File: config.mk
export PLATFORM = sky130hd
export DESIGN_NAME = sha512_half_sigma
export DESIGN_NICKNAME = d
export VERILOG_FILES = /design/src/rtl/sha_half_pkg.sv /design/src/rtl/sha_half_decode.sv /design/src/rtl/sha_half_terms.sv /design/src/rtl/sha_half_select.sv /design/src/rtl/sha512_half_sigma.sv
export SDC_FILE = /design/constraint.sdc
export NUM_CORES = 1
export LEC_CHECK = 0
export ABC_AREA = 1
export ABC_CLOCK_PERIOD_IN_PS = 1520
export CAP_MARGIN = 15
export CORE_MARGIN = 1.5
export CORE_UTILIZATION = 54
export DETAILED_ROUTE_END_ITERATION = 16
export MAX_ROUTING_LAYER = met4
export PLACE_DENSITY = 0.85
export SYNTH_ARGS = -nofsm -noshare
export SYNTH_HDL_FRONTEND = slang
export SYNTH_SLANG_ARGS = --single-unit
File: constraint.sdc
create_clock -name vclk -period 1.52
set_input_delay 0.152 -clock vclk [all_inputs]
set_output_delay 0.152 -clock vclk [all_outputs]
set_load 0.02 [all_outputs]
File: src/rtl/sha_half_pkg.sv
package sha_half_pkg;

    localparam int WORD_W  = 32;
    localparam int DWORD_W = 2 * WORD_W;
    localparam int NUM_OPS = 6;
    localparam int OP_W    = 3;

    typedef enum logic [OP_W-1:0] {
        OP_BIG0     = 3'd0,
        OP_BIG1     = 3'd1,
        OP_SMALL0_L = 3'd2,
        OP_SMALL0_H = 3'd3,
        OP_SMALL1_L = 3'd4,
        OP_SMALL1_H = 3'd5,
        OP_RSVD6    = 3'd6,
        OP_RSVD7    = 3'd7
    } op_e;

    // Right rotation of a double word; amount always in 1..DWORD_W-1.
    function automatic logic [DWORD_W-1:0] ror_dw(input logic [DWORD_W-1:0] v,
                                                  input int amt);
        return (v >> amt) | (v << (DWORD_W - amt));
    endfunction

endpackage

File: src/rtl/sha_half_decode.sv
module sha_half_decode
    import sha_half_pkg::*;
(
    input  logic [OP_W-1:0] op,
    input  logic            xlen64,
    input  logic            sha_en,
    output logic            legal
);
    op_e code;
    logic known;

    always_comb begin
        code  = op_e'(op);
        known = 1'b0;
        unique case (code)
            OP_BIG0, OP_BIG1, OP_SMALL0_L, OP_SMALL0_H,
            OP_SMALL1_L, OP_SMALL1_H: known = 1'b1;
            OP_RSVD6, OP_RSVD7:       known = 1'b0;
            default:                  known = 1'b0;
        endcase
        legal = known && !xlen64 && sha_en;
    end
endmodule

File: src/rtl/sha_half_terms.sv
module sha_half_terms
    import sha_half_pkg::*;
(
    input  logic [WORD_W-1:0] lo,
    input  logic [WORD_W-1:0] hi,
    output logic [WORD_W-1:0] res [NUM_OPS]
);
    // Every left rotation by n is written as a right rotation by 64-n.
    localparam int ROT_A [NUM_OPS] = '{39, 14, 1, 1, 6, 61};
    localparam int ROT_B [NUM_OPS] = '{34, 18, 7, 7, 19, 6};
    localparam int ROT_C [NUM_OPS] = '{28, 41, 8, 8, 61, 19};
    // Ops whose middle term is a logical shift of the zero-extended lower word.
    localparam bit MID_SHIFT [NUM_OPS] = '{1'b0, 1'b0, 1'b0, 1'b1, 1'b0, 1'b1};

    logic [DWORD_W-1:0] w;
    assign w = {hi, lo};

    for (genvar g = 0; g < NUM_OPS; g++) begin : g_op
        logic [DWORD_W-1:0] t_a, t_b, t_c, mix;
        assign t_a = ror_dw(w, ROT_A[g]);
        assign t_c = ror_dw(w, ROT_C[g]);
        if (MID_SHIFT[g]) begin : g_shift
            assign t_b = {{WORD_W{1'b0}}, lo} >> ROT_B[g];
        end else begin : g_rot
            assign t_b = ror_dw(w, ROT_B[g]);
        end
        assign mix    = t_a ^ t_b ^ t_c;
        assign res[g] = mix[WORD_W-1:0];
    end
endmodule

File: src/rtl/sha_half_select.sv
module sha_half_select
    import sha_half_pkg::*;
(
    input  logic [WORD_W-1:0] cand [NUM_OPS],
    input  logic [OP_W-1:0]   op,
    input  logic              legal,
    output logic [WORD_W-1:0] res,
    output logic              illegal
);
    always_comb begin
        res = '0;
        for (int k = 0; k < NUM_OPS; k++) begin
            if (legal && (op == OP_W'(k))) res = cand[k];
        end
        illegal = !legal;
    end
endmodule

File: src/rtl/sha512_half_sigma.sv
module sha512_half_sigma
    import sha_half_pkg::*;
(
    input  logic [31:0] i_lo,
    input  logic [31:0] i_hi,
    input  logic [2:0]  i_op,
    input  logic        i_xlen64,
    input  logic        i_sha_en,
    output logic [31:0] o_res,
    output logic        o_illegal
);
    logic              legal;
    logic [WORD_W-1:0] cand [NUM_OPS];

    sha_half_decode u_dec (
        .op     (i_op),
        .xlen64 (i_xlen64),
        .sha_en (i_sha_en),
        .legal  (legal)
    );

    sha_half_terms u_terms (
        .lo  (i_lo),
        .hi  (i_hi),
        .res (cand)
    );

    sha_half_select u_sel (
        .cand    (cand),
        .op      (i_op),
        .legal   (legal),
        .res     (o_res),
        .illegal (o_illegal)
    );
endmodule

==> results of run 1 <==
[layer usage]
metal / GRT usage / GRT overflow
met1: 0.761 / 0
met2: 0.911 / 7
met3: 0.590 / 0
met4: 0.683 / 7
met5: - / -
[stage by stage]
step	TNS (ns)	hold slack [ns]
after CTS	0	1.02
after detailed placement	-27.06	1.56
after global placement	-26.06	1.54
after floorplan	0	0.450
[logic make-up after synthesis]
family                    after synthesis
and+or+nand+nor                       691
xor gates and xnor gates               89
AOI/OAI and AO/OA                      21
buffers and inverters                 154
[repair_timing]
item,in CTS
setup buffers,12
endpoints found under the hold margin,0
setup endpoints to repair,33
resized for setup,378
pin swaps,34
cloned,5
==> flow_metrics.tcl, run 1 <==
set metrics [dict create \
    synth_adder_area_share 0 \
    synth-compound-area-share 0.0398 \
    dpl.cell_count 1276 \
    grt_pass1_wl_mm 48.9 \
    port_buffers 102 \
    place_ws_ns -0.901 \
    synth_area_mm2 0.00443 \
    synth_top_family_by_area "simple AND/OR/NAND/NOR gates" \
    cts_hold_buf 0 \
    grt_overflow_total 14 \
    io_pins 102 \
    synth_top_area_cell "nand2_1" \
    row_count 32 \
    synth.area.mux_share 0 \
    synthCells 955 \
    grtUsageTotal 0.757 \
    synth_top_area_share 0.381 \
    yosysMostFrequentCell "nand2_1" \
    avgSynthCellArea_um2 4.64 \
    synth_simple_gate_area_frac 0.641 \
    grt_max_degree 21 \
    yosys.cell_types.count 22 \
    synth-xor-area-share 0.176 \
    yosys_warnings 0 \
    globalplace.congestion 1.22 \
    die_w_um 93.6 \
    synth_common_cells "nand2_1 (450), nand3_1 (142), nor2_1 (81)" \
    dpl-instance-area_mm2 0.00674 \
    error_line "[ERROR GRT-0116] Global routing finished with congestion. Check the congestion regions in the DRC Viewer." \
    synthTopCellsByArea "nand2_1 (38%), nand3_1 (16%), xor2_1 (9.7%)" \
    seq_area_frac_synth 0 \
    synth_nets 1024 \
    start_util 0.565 \
    stop_stage "global routing (5_1_grt)" \
    hpwl_mm 17.4 \
    grt_pass1_vias 9055 \
    die_y_um 93.6 \
    outcome "stopped before the end" \
]
==> run 2: changes to the inputs <==
--- a/config.mk
+++ b/config.mk
@@ -9,10 +9,9 @@
 export ABC_CLOCK_PERIOD_IN_PS = 1520
 export CAP_MARGIN = 15
 export CORE_MARGIN = 1.5
-export CORE_UTILIZATION = 54
+export CORE_UTILIZATION = 40
 export DETAILED_ROUTE_END_ITERATION = 16
-export MAX_ROUTING_LAYER = met4
-export PLACE_DENSITY = 0.85
+export PLACE_DENSITY_LB_ADDON = 0.15
 export SYNTH_ARGS = -nofsm -noshare
 export SYNTH_HDL_FRONTEND = slang
 export SYNTH_SLANG_ARGS = --single-unit
==> run 2 against run 1 <==
The flow now finishes, with violations (negative setup slack). Synthesized cell count stayed put. Area after synthesis stayed put.
==> flow_metrics.tcl, run 2 <==
set metrics [dict create \
    maxCapViolations 0 \
    routedWlPerCell_um 18.6 \
    yosys_warnings 0 \
    hp-class "in -> out" \
    pwr-share-clk 0 \
    startpoint_type "primary input" \
    finalHoldViolCount 0 \
    antenna_cells 0 \
    synthTopCellsByArea "nand2_1 (38%), nand3_1 (16%), xor2_1 (9.7%)" \
    critPathArrivalTime_ns 1.47 \
    synth_area_mm2 0.00443 \
    whs_endpoint "o_res[7]" \
    utilization 0.773 \
    p_comb_frac 1.000 \
    ant_nets 0 \
    port_buffers 102 \
    grtUsageTotal 0.419 \
    die_w_um 108 \
    crit_fanout 8 \
    synthCells 955 \
    period_needed_ns 1.62 \
    seqPwrFrac 0 \
    critPathSlowestCell "buf_2" \
    grt_max_degree 21 \
    drc 0 \
    yosys.cell_types.count 22 \
    wl_mm 25.5 \
    max_stage_delay_ns 0.18 \
    relSlewSlack 0.758 \
    final_cell_mix "nand2_1 (406), buf_4 (175), nand3_1 (82)" \
    worst_slack_ns -0.102 \
    hold_path_depth 8 \
    crit_type "in -> out" \
    hpwl_mm 18.1 \
    switchingPower_uw 1330 \
    internal_power_uw 1040 \
    row_count 38 \
    core_area_mm2 0.0108 \
    synth_common_cells "nand2_1 (450), nand3_1 (142), nor2_1 (81)" \
    instances_no_fill 1374 \
    worst_pin_slew_ns 0.363 \
    path_delay_family "buffers and inverters" \
    start_util 0.409 \
    drive_gt1_frac 0.398 \
    synth_top_area_cell "nand2_1" \
    num_vias 7499 \
    outcome "finished with violations" \
    dpl.cell_count 1333 \
    critPathRequiredTime_ns 1.37 \
    seq_cell_count 0 \
    antenna_found_initial 0 \
    globalplace.congestion 1.04 \
    avgSynthCellArea_um2 4.64 \
    grt_pass1_wl_mm 36.9 \
    seq_area_frac_synth 0 \
    timing.hold.ws_ns 0.973 \
    powerDensity_mw_per_mm2 283 \
    endpoint_kind "output port" \
    synth_nets 1024 \
    dpl-instance-area_mm2 0.00692 \
    synth_top_area_share 0.381 \
    violations "negative setup slack" \
    design_area_mm2 0.00838 \
    grt_pass1_vias 6836 \
    regArea_um2 0 \
    swShare 0.561 \
    finalMaxSlewViolations 0 \
    rsz0062_at_grt "true" \
    io_pins 102 \
    critical_path.cell_chain "buf_2 > nand2_4 > nor3_4 > buf_6 > buf_8 > buf_16 > nand3_2 > nand3_2 > nand2_1 > nand2_1 > buf_6" \
    leakage_uw 0.00448 \
    syn_to_final_growth_pct 89.0 \
    nClkBuffers 0 \
    fin_crit_sh 1.07 \
    firstDrtPassIters 5 \
    final_nets 1305 \
    grt_overflow_total 0 \
    max_freq_mhz 616 \
    setup_viol 31 \
    holdCritStartpoint "i_lo[8]" \
    crit_buf_inv 5 \
    finalSetupTns_ns -1.50 \
    die_area_mm2 0.0117 \
    final_common_cell "nand2_1" \
    vdd_drop_max_uv 160 \
    drt-initial-drc-count 871 \
    yosysMostFrequentCell "nand2_1" \
    post_drt_via_cell_ratio 5.46 \
    die_y_um 108 \
]
==> run 2: cell counts after synthesis <==
Identical to the previous run, type by type.
==> run 2: area by class of cell <==
cell class | count | area [um^2]
fillers | 892 | 2460
inverters | 99 | 412
multi-input cells | 801 | 4610
well taps | 140 | 175
repair buffers | 334 | 3180
==> run 2: worst min-delay path, delay by kind of cell <==
kind            cells  cell delay [ns]
compound gates      1             0.10
buf+inv             4             0.42
simple gates        3             0.16
==> run 2: cells by family (layout without fill, tap and decap cells) <==
group                  count (synthesis)  count (layout)  share of synthesized area
AND/OR/NAND/NOR                      691             691                      0.641
buffers and inverters                154             433                      0.144
XOR/XNOR                              89              89                      0.176
AO/OA/AOI/OAI                         21              21                     0.0398
==> run 2: through the flow <==
step	total power, uW	setup WS (ns)
after floorplan	1030	0.0582
after global placement	1990	-0.975
after detailed placement	2000	-0.980
after CTS	2190	-0.0457
after global routing	2510	-0.129
final	2370	-0.102
==> run 2: how the worst max path moves through the flow <==
| stage | startpoint | endpoint | cells past startpoint |
|---|---|---|---|
| global placement | i_op[1] | o_res[7] | 11 |
| global route | i_xlen64 | o_res[7] | 13 |
| CTS | i_xlen64 | o_res[12] | 12 |
| finish | i_op[0] | o_res[12] | 11 |
| detailed placement | i_op[1] | o_res[7] | 11 |
| floorplan | i_xlen64 | o_res[25] | 8 |
==> run 2: power by group through the flow <==
stage	registers [uW]	clock network (uW)	logic, uW
after floorplan	0	0	1030
after global placement	0	0	1990
after detailed placement	0	0	2000
after CTS	0	0	2190
after global routing	0	0	2510
final	0	0	2370
==> run 2: per-layer routing <==
layer,track usage,vias to the layer above,share of wire
met2,0.666,512,0.43
met1,0.535,3329,0.38
met4,0.226,0,0.069
met5,0,-,0
met3,0.0753,168,0.12
li1,-,3490,-
==> run 2: timing repair <==
item / CTS / global route
resized for setup: 456 / 100
hold buffers: 0 / 0
gates cloned: 10 / 1
endpoints found under the setup margin: 33 / 32
buffers inserted: 28 / 6
pin swaps: 66 / 46
Note: power is estimated with default switching activity, not from simulation.
==> run 3: changes to the inputs <==
--- a/config.mk
+++ b/config.mk
@@ -12,6 +12,7 @@
 export CORE_UTILIZATION = 40
 export DETAILED_ROUTE_END_ITERATION = 16
 export PLACE_DENSITY_LB_ADDON = 0.15
+export SLEW_MARGIN = 20
 export SYNTH_ARGS = -nofsm -noshare
 export SYNTH_HDL_FRONTEND = slang
 export SYNTH_SLANG_ARGS = --single-unit
==> results of run 3 <==
The final DEF is identical to that of run 2; final timing and power are the same.
